$ cat config.mk
export PLATFORM = sky130hd
export DESIGN_NAME = rfp_adder
export DESIGN_NICKNAME = d
export VERILOG_FILES = /design/src/rtl/rfp_pkg.sv /design/src/rtl/rfp_order.sv /design/src/rtl/rfp_align.sv /design/src/rtl/rfp_lzc.sv /design/src/rtl/rfp_adder.sv
export SDC_FILE = /design/constraint.sdc
export NUM_CORES = 1
export LEC_CHECK = 0
export ABC_AREA = 1
export BUFFER_PORTS_ARGS = -buffer_cell sky130_fd_sc_hd__buf_4
export CAP_MARGIN = 20
export CORE_ASPECT_RATIO = 1.75
export CORE_MARGIN = 1
export CORE_UTILIZATION = 55
export CTS_CLUSTER_SIZE = 28
export DETAILED_ROUTE_END_ITERATION = 8
export PLACE_DENSITY = 0.75
export SYNTH_ARGS = -nofsm -noshare
export SYNTH_HDL_FRONTEND = slang
export SYNTH_SLANG_ARGS = --single-unit
$ cat constraint.sdc
create_clock -name clk -period 6.2 [get_ports clk]
set_input_delay 1.24 -clock clk [delete_from_list [all_inputs] [get_ports clk]]
set_output_delay 1.24 -clock clk [all_outputs]
set_load 0.02 [all_outputs]
$ cat src/rtl/rfp_pkg.sv
package rfp_pkg;
   // extra low-order bits kept during alignment: guard, round, sticky
   localparam int unsigned GRS_BITS = 3;
   // pipeline register stages from operand capture to result
   localparam int unsigned PIPE_STAGES = 5;

   function automatic int unsigned bias_of(input int unsigned ew);
      return (1 << (ew - 1)) - 1;
   endfunction
endpackage

$ cat src/rtl/rfp_order.sv
// Stage-1 logic: unpack both operands, flush zero-exponent inputs, and
// route the larger magnitude to the "big" side.
module rfp_order #(
   parameter int unsigned EXP_W  = 6,
   parameter int unsigned FRAC_W = 9,
   localparam int unsigned WORD_W = 1 + EXP_W + FRAC_W,
   localparam int unsigned MANT_W = FRAC_W + 1
) (
   input  logic [WORD_W-1:0] op_a,
   input  logic [WORD_W-1:0] op_b,
   output logic              res_sign,
   output logic              eff_sub,
   output logic [EXP_W-1:0]  exp_big,
   output logic [EXP_W-1:0]  exp_gap,
   output logic [MANT_W-1:0] mant_big,
   output logic [MANT_W-1:0] mant_small
);
   logic [EXP_W-1:0]        ea, eb;
   logic                    za, zb;
   logic [MANT_W-1:0]       ma, mb;
   logic [EXP_W+FRAC_W-1:0] key_a, key_b;
   logic                    a_big;

   always_comb begin
      ea    = op_a[FRAC_W +: EXP_W];
      eb    = op_b[FRAC_W +: EXP_W];
      za    = (ea == '0);
      zb    = (eb == '0);
      ma    = za ? '0 : {1'b1, op_a[FRAC_W-1:0]};
      mb    = zb ? '0 : {1'b1, op_b[FRAC_W-1:0]};
      key_a = {ea, (za ? {FRAC_W{1'b0}} : op_a[FRAC_W-1:0])};
      key_b = {eb, (zb ? {FRAC_W{1'b0}} : op_b[FRAC_W-1:0])};
      a_big = (key_a >= key_b);

      eff_sub    = op_a[WORD_W-1] ^ op_b[WORD_W-1];
      res_sign   = a_big ? op_a[WORD_W-1] : op_b[WORD_W-1];
      exp_big    = a_big ? ea : eb;
      exp_gap    = a_big ? (ea - eb) : (eb - ea);
      mant_big   = a_big ? ma : mb;
      mant_small = a_big ? mb : ma;
   end
endmodule

$ cat src/rtl/rfp_align.sv
// Stage-2 logic: shift the smaller significand right by the exponent gap,
// keeping guard and round bits and folding every lost bit into a sticky LSB.
module rfp_align #(
   parameter int unsigned EXP_W  = 6,
   parameter int unsigned MANT_W = 10,
   localparam int unsigned EXT_W = MANT_W + rfp_pkg::GRS_BITS
) (
   input  logic [MANT_W-1:0] mant_in,
   input  logic [EXP_W-1:0]  gap,
   output logic [EXT_W-1:0]  mant_out
);
   logic [EXT_W-1:0]   ext;
   logic [2*EXT_W-1:0] wide;
   logic [EXT_W-1:0]   kept, lost;
   logic               sticky;

   always_comb begin
      ext = {mant_in, {rfp_pkg::GRS_BITS{1'b0}}};
      if (32'(gap) >= EXT_W) wide = {{EXT_W{1'b0}}, ext};
      else                   wide = {ext, {EXT_W{1'b0}}} >> gap;
      kept     = wide[2*EXT_W-1:EXT_W];
      lost     = wide[EXT_W-1:0];
      sticky   = |lost;
      mant_out = {kept[EXT_W-1:1], kept[0] | sticky};
   end
endmodule

$ cat src/rtl/rfp_lzc.sv
// Leading-zero counter built from a generated prefix-OR chain.
module rfp_lzc #(
   parameter int unsigned N = 14,
   localparam int unsigned CNT_W = $clog2(N + 1)
) (
   input  logic [N-1:0]     vec,
   output logic [CNT_W-1:0] count,
   output logic             all_zero
);
   logic [N-1:0] seen;

   assign seen[N-1] = vec[N-1];
   for (genvar i = N - 2; i >= 0; i--) begin : g_chain
      assign seen[i] = seen[i+1] | vec[i];
   end

   always_comb begin
      count = '0;
      for (int k = 0; k < N; k++) begin
         if (!seen[k]) count = count + CNT_W'(1);
      end
      all_zero = ~seen[0];
   end
endmodule

$ cat src/rtl/rfp_adder.sv
module rfp_adder #(
   parameter int unsigned EXP_W  = 6,
   parameter int unsigned FRAC_W = 9,
   localparam int unsigned WORD_W = 1 + EXP_W + FRAC_W
) (
   input  logic              clk,
   input  logic              rst_n,
   input  logic              in_valid,
   input  logic [WORD_W-1:0] a_in,
   input  logic [WORD_W-1:0] b_in,
   output logic              out_valid,
   output logic [WORD_W-1:0] sum_out
);
   localparam int unsigned MANT_W = FRAC_W + 1;
   localparam int unsigned EXT_W  = MANT_W + rfp_pkg::GRS_BITS;
   localparam int unsigned SUM_W  = EXT_W + 1;
   localparam int unsigned LZ_W   = $clog2(SUM_W + 1);
   localparam int unsigned EA_W   = ((EXP_W > LZ_W) ? EXP_W : LZ_W) + 2;
   localparam logic signed [EA_W-1:0] EXP_TOP = EA_W'((1 << EXP_W) - 1);

   // elaboration-time parameter checks
   if (EXP_W < 3 || EXP_W > 11) begin : g_bad_exp
      $error("rfp_adder: EXP_W must lie in 3..11");
   end
   if (FRAC_W < 2 || FRAC_W > 52) begin : g_bad_frac
      $error("rfp_adder: FRAC_W must lie in 2..52");
   end

   // ---------------- stage 1: order operands ----------------
   logic              c1_sign, c1_sub;
   logic [EXP_W-1:0]  c1_exp, c1_gap;
   logic [MANT_W-1:0] c1_mbig, c1_msmall;

   rfp_order #(.EXP_W(EXP_W), .FRAC_W(FRAC_W)) u_order (
      .op_a(a_in), .op_b(b_in),
      .res_sign(c1_sign), .eff_sub(c1_sub),
      .exp_big(c1_exp), .exp_gap(c1_gap),
      .mant_big(c1_mbig), .mant_small(c1_msmall)
   );

   logic              v1, sign1, sub1;
   logic [EXP_W-1:0]  exp1, gap1;
   logic [MANT_W-1:0] mbig1, msmall1;

   always_ff @(posedge clk) begin
      if (!rst_n) begin
         v1 <= 1'b0; sign1 <= 1'b0; sub1 <= 1'b0;
         exp1 <= '0; gap1 <= '0; mbig1 <= '0; msmall1 <= '0;
      end else begin
         v1 <= in_valid; sign1 <= c1_sign; sub1 <= c1_sub;
         exp1 <= c1_exp; gap1 <= c1_gap; mbig1 <= c1_mbig; msmall1 <= c1_msmall;
      end
   end

   // ---------------- stage 2: align ----------------
   logic [EXT_W-1:0] c2_small;

   rfp_align #(.EXP_W(EXP_W), .MANT_W(MANT_W)) u_align (
      .mant_in(msmall1), .gap(gap1), .mant_out(c2_small)
   );

   logic             v2, sign2, sub2;
   logic [EXP_W-1:0] exp2;
   logic [EXT_W-1:0] big2, small2;

   always_ff @(posedge clk) begin
      if (!rst_n) begin
         v2 <= 1'b0; sign2 <= 1'b0; sub2 <= 1'b0;
         exp2 <= '0; big2 <= '0; small2 <= '0;
      end else begin
         v2 <= v1; sign2 <= sign1; sub2 <= sub1; exp2 <= exp1;
         big2   <= {mbig1, {rfp_pkg::GRS_BITS{1'b0}}};
         small2 <= c2_small;
      end
   end

   // ---------------- stage 3: add / subtract ----------------
   logic [SUM_W-1:0] c3_sum;
   always_comb begin
      if (sub2) c3_sum = {1'b0, big2} - {1'b0, small2};
      else      c3_sum = {1'b0, big2} + {1'b0, small2};
   end

   logic             v3, sign3;
   logic [EXP_W-1:0] exp3;
   logic [SUM_W-1:0] sum3;

   always_ff @(posedge clk) begin
      if (!rst_n) begin
         v3 <= 1'b0; sign3 <= 1'b0; exp3 <= '0; sum3 <= '0;
      end else begin
         v3 <= v2; sign3 <= sign2; exp3 <= exp2; sum3 <= c3_sum;
      end
   end

   // ---------------- stage 4: count zeros, normalise ----------------
   logic [LZ_W-1:0]         c4_lz;
   logic                    c4_zero;
   logic [SUM_W-1:0]        c4_norm;
   logic signed [EA_W-1:0]  c4_exp;

   rfp_lzc #(.N(SUM_W)) u_lzc (
      .vec(sum3), .count(c4_lz), .all_zero(c4_zero)
   );

   always_comb begin
      c4_norm = sum3 << c4_lz;
      c4_exp  = $signed(EA_W'(exp3)) + $signed(EA_W'(1)) - $signed(EA_W'(c4_lz));
   end

   logic                   v4, sign4, zero4;
   logic signed [EA_W-1:0] exp4;
   logic [SUM_W-1:0]       norm4;

   always_ff @(posedge clk) begin
      if (!rst_n) begin
         v4 <= 1'b0; sign4 <= 1'b0; zero4 <= 1'b0; exp4 <= '0; norm4 <= '0;
      end else begin
         v4    <= v3;
         sign4 <= sign3 & ~c4_zero;   // exact zero is always +0
         zero4 <= c4_zero;
         exp4  <= c4_exp;
         norm4 <= c4_norm;
      end
   end

   // ---------------- stage 5: range fix-up and pack ----------------
   logic [WORD_W-1:0] c5_word;
   always_comb begin
      if (zero4 || exp4 <= $signed(EA_W'(0)))
         c5_word = {sign4, {(WORD_W-1){1'b0}}};
      else if (exp4 > EXP_TOP)
         c5_word = {sign4, {(WORD_W-1){1'b1}}};
      else
         c5_word = {sign4, exp4[EXP_W-1:0], norm4[SUM_W-2 -: FRAC_W]};
   end

   always_ff @(posedge clk) begin
      if (!rst_n) begin
         out_valid <= 1'b0; sum_out <= '0;
      end else begin
         out_valid <= v4; sum_out <= c5_word;
      end
   end

   // ---------------- assertions ----------------
   logic [2:0] since_rst;
   always_ff @(posedge clk) begin
      if (!rst_n)                 since_rst <= '0;
      else if (since_rst < 3'd5)  since_rst <= since_rst + 3'd1;
   end

   assert_valid_latency_R2: assert property (@(posedge clk) disable iff (!rst_n)
      (since_rst == 3'd5) |-> (out_valid == $past(in_valid, 5)));

   assert_sub_nonneg_R4: assert property (@(posedge clk) disable iff (!rst_n)
      (v2 && sub2) |-> (big2 >= small2));

   assert_norm_lead_R3: assert property (@(posedge clk) disable iff (!rst_n)
      (v4 && !zero4) |-> norm4[SUM_W-1]);

   assert_zero_field_R7: assert property (@(posedge clk) disable iff (!rst_n)
      (out_valid && sum_out[FRAC_W +: EXP_W] == '0) |-> (sum_out[FRAC_W-1:0] == '0));

   assert_idle_quiet_R9: assert property (@(posedge clk) disable iff (!rst_n)
      (since_rst < 3'd5) |-> !out_valid);
endmodule

==> out/qor.txt <==
CTS tree - built
Data arrival time of the worst path - 6.15 ns
# fillers - 1190
Hold Path Depth - 2
Most common cell after layout, fill and taps aside - nand2_1
Critical-path maximum fanout - 4
Post-synth EDFFs - 0
CP max stage cell - fa_1
Multi-input gate area in the final layout - 4193 um2
Ys flop type - dfxtp_1
Clock Tree Buf Depth - 2
Cell area after placement - 7974 um2
CTS Buf Count - 17
Final core utilization - 66.77%
Crit start category - flip-flop
Final WL - 16680 um
DR DRC count - 0
Port bufs - 51
Final-report max-slew violation count - 0
Antenna-violating nets left - 0
Final net count - 1197
Grt ovf - 0
Root Driver - clkbuf_16
LEAKAGE - 4.428 nW
Post-synth cell types - 49
WHS - 0.4058 ns
Non-filler instance count after layout - 1280
Hold crit path type - flip-flop to flip-flop
Initial cell density of the core - 56.85%
Final Hold Vio Count - 0
Worst-path clk slew - 0.06 ns
Htree depth - 4
Fmax - 0.1724 GHz
Status - completed
Sequential area share after synthesis - 33.93%
Ys Warns - 0
Post-layout min period - 5.801 ns
Max incr delay on CP - 0.47 ns
Critical path endpoint category - flip-flop
Register bit count reported by yosys - 126
Via Count - 6710
RR Startpoint - sum3[13]
Later-pin clock latency in the skew report - 0.42 ns
Worst reg2reg setup slack - 0.40 ns
CP Launch Point - sum3[13]
WP data required - 6.55 ns
Initial DRC Count - 210
CP Capture Point - exp4[5]
Design area - 8730 um2
RR Endpoint - exp4[5]
GRT Overall Usage - 24.55%
Unrepaired setup endpoints after global routing - yes
Peak supply drop - 0.2356 mV
Core Rows - 55
Final period utilization - 93.56%
Syn Nets - 1147
Dpl cells - 1242
DR WL/cell - 13.03 um
Clk_skew - 0.01179 ns
Avg Cell Area, Syn - 7.106 um2
Routed vias/inst - 5.242
Syn Inst Count - 1046
Reg area - 2524 um2
Post-DP HPWL - 12620 um
Area growth, synth to finish - 17.44%
Vias in the first global route - 6588
Power per standard cell area - 422.8 nW/um2
Die H - 155.8 um
Reg2Reg Depth - 37
Core area - 13080 um2
Worst slew margin relative to its limit - 38.19%
Largest net degree at the start of global routing - 77
Worst path most repeated cell - ha_1
Fraction of registers with async set/reset - 0%
Die area - 14000 um2
Die X - 89.88 um
Initial antenna violation count - 0
Most frequent cells in the layout - 194 x nand2_1, 172 x inv_1, 125 x dfxtp_1, 105 x a21oi_1, 86 x o21ai_0
Clock sinks - 126
Max Cap Violations - 0
Slew of the pin with the lowest slew margin - 0.9261 ns
Top-Level Pins - 52
Setup-failing EPs final - 0
Fin Setup TNS - 0 ns
Layout cells sized above 1 - 15.24%
DR pass1 iterations - 4
Mapped Area - 7433 um2
ANT cells - 0
GPL Wtd Cong - 0.9420
First-pass GRT wire length - 27700 um
Crit path kind - flip-flop to flip-flop
## critical path: cells and delay by family (launching register included)
kind / cells / cell delay, ns
fa+ha+maj: 9 / 2.61
simple gates: 15 / 1.74
compound gates: 7 / 0.66
buf+inv: 6 / 0.39
flops: 1 / 0.33
## area by class of cell
class / instances / area share (%)
flip-flops and latches: 126 / 28.91
well taps: 171 / 2.451
multi-input cells: 700 / 48.03
inverters: 185 / 7.955
clock buffers: 18 / 5.031
repair buffers: 66 / 5.676
clock inverters: 14 / 1.949
## power by group
part | leakage [nW] | internal [W] | switching, W | total [W]
Clock | 0.295 | 0.000618 | 0.000395 | 0.00101
Sequential | 1.04 | 0.000945 | 0.0000722 | 0.00102
Combinational | 3.09 | 0.000622 | 0.00104 | 0.00166
## what timing repair did
action                                  4_1_cts  5_1_grt
resized for setup                             1       19
setup buffers                                 0        6
endpoints found under the setup margin        1        6
hold buffers                                  0        0
pin swaps                                     0        7
## flip-flops by register name, summed over array words and instances (netlist names), 6 cells and up
register  flops
small2       13
exp1          6
mbig1        10
exp2          6
sum_out      16
sum3         14
big2         10
exp4          8
msmall1      10
gap1          6
norm4         9
exp3          6
## synthesized netlist by cell type, drive strengths merged, types with 2 or more instances
library cell,number,area [um2]
nand4,20,161.4
clkbuf,30,112.6
a21oi,109,560.5
o211ai,2,15.01
nand2,213,862.1
a221oi,2,17.52
o31ai,4,30.03
dfxtp,126,2522
o21ai,100,500.5
fa,4,80.08
nand3b,2,15.01
xor2,3,26.28
nand3,57,337.8
buf,5,36.28
inv,184,690.7
a211oi,10,75.07
nor3,8,40.04
a31oi,3,18.77
mux2i,5,50.05
o21bai,5,37.54
nor2,78,357.8
ha,62,775.7
o2111ai,2,17.52
o41ai,2,17.52
## metal layers
layer,vias to the layer above,global-route usage [%],share of wire [%]
met5,-,0,0
met4,0,15.59,5.2
met3,48,4.630,2.6
met2,125,50.95,57
met1,3036,20.65,35
li1,3501,-,-
## through the flow
step | worst slack [ns] | total power, W
3_5_place_dp | 0.007164 | 0.002559
3_3_place_gp | 0.2179 | 0.002528
2_1_floorplan | 0.1924 | 0.002177
6_report | 0.3992 | 0.003691
4_1_cts | 0.03598 | 0.003584
5_1_grt | -0.08157 | 0.003949
## how the worst min path moves through the flow
stage                        start        to  slack, ns
after global routing       exp1[3]   exp2[3]       0.44
after floorplan           mbig1[7]  big2[10]       0.39
after detailed placement  mbig1[7]  big2[10]       0.40
after global placement     exp2[5]   exp3[5]       0.39
after CTS                  exp2[1]   exp3[1]       0.41
final                      exp2[1]   exp3[1]       0.41
## kinds of logic after synthesis
kind of cell | count (synthesis) | share of synthesized area (%)
AO/OA/AOI/OAI | 243 | 17.79
XOR/XNOR | 4 | 0.4714
adder cells (fa/ha/maj) | 66 | 11.51
buffers and inverters | 220 | 11.34
flip-flops | 126 | 33.93
multiplexers | 6 | 0.8248
AND/OR/NAND/NOR | 381 | 24.12
Power figures use the tool's default switching activity.
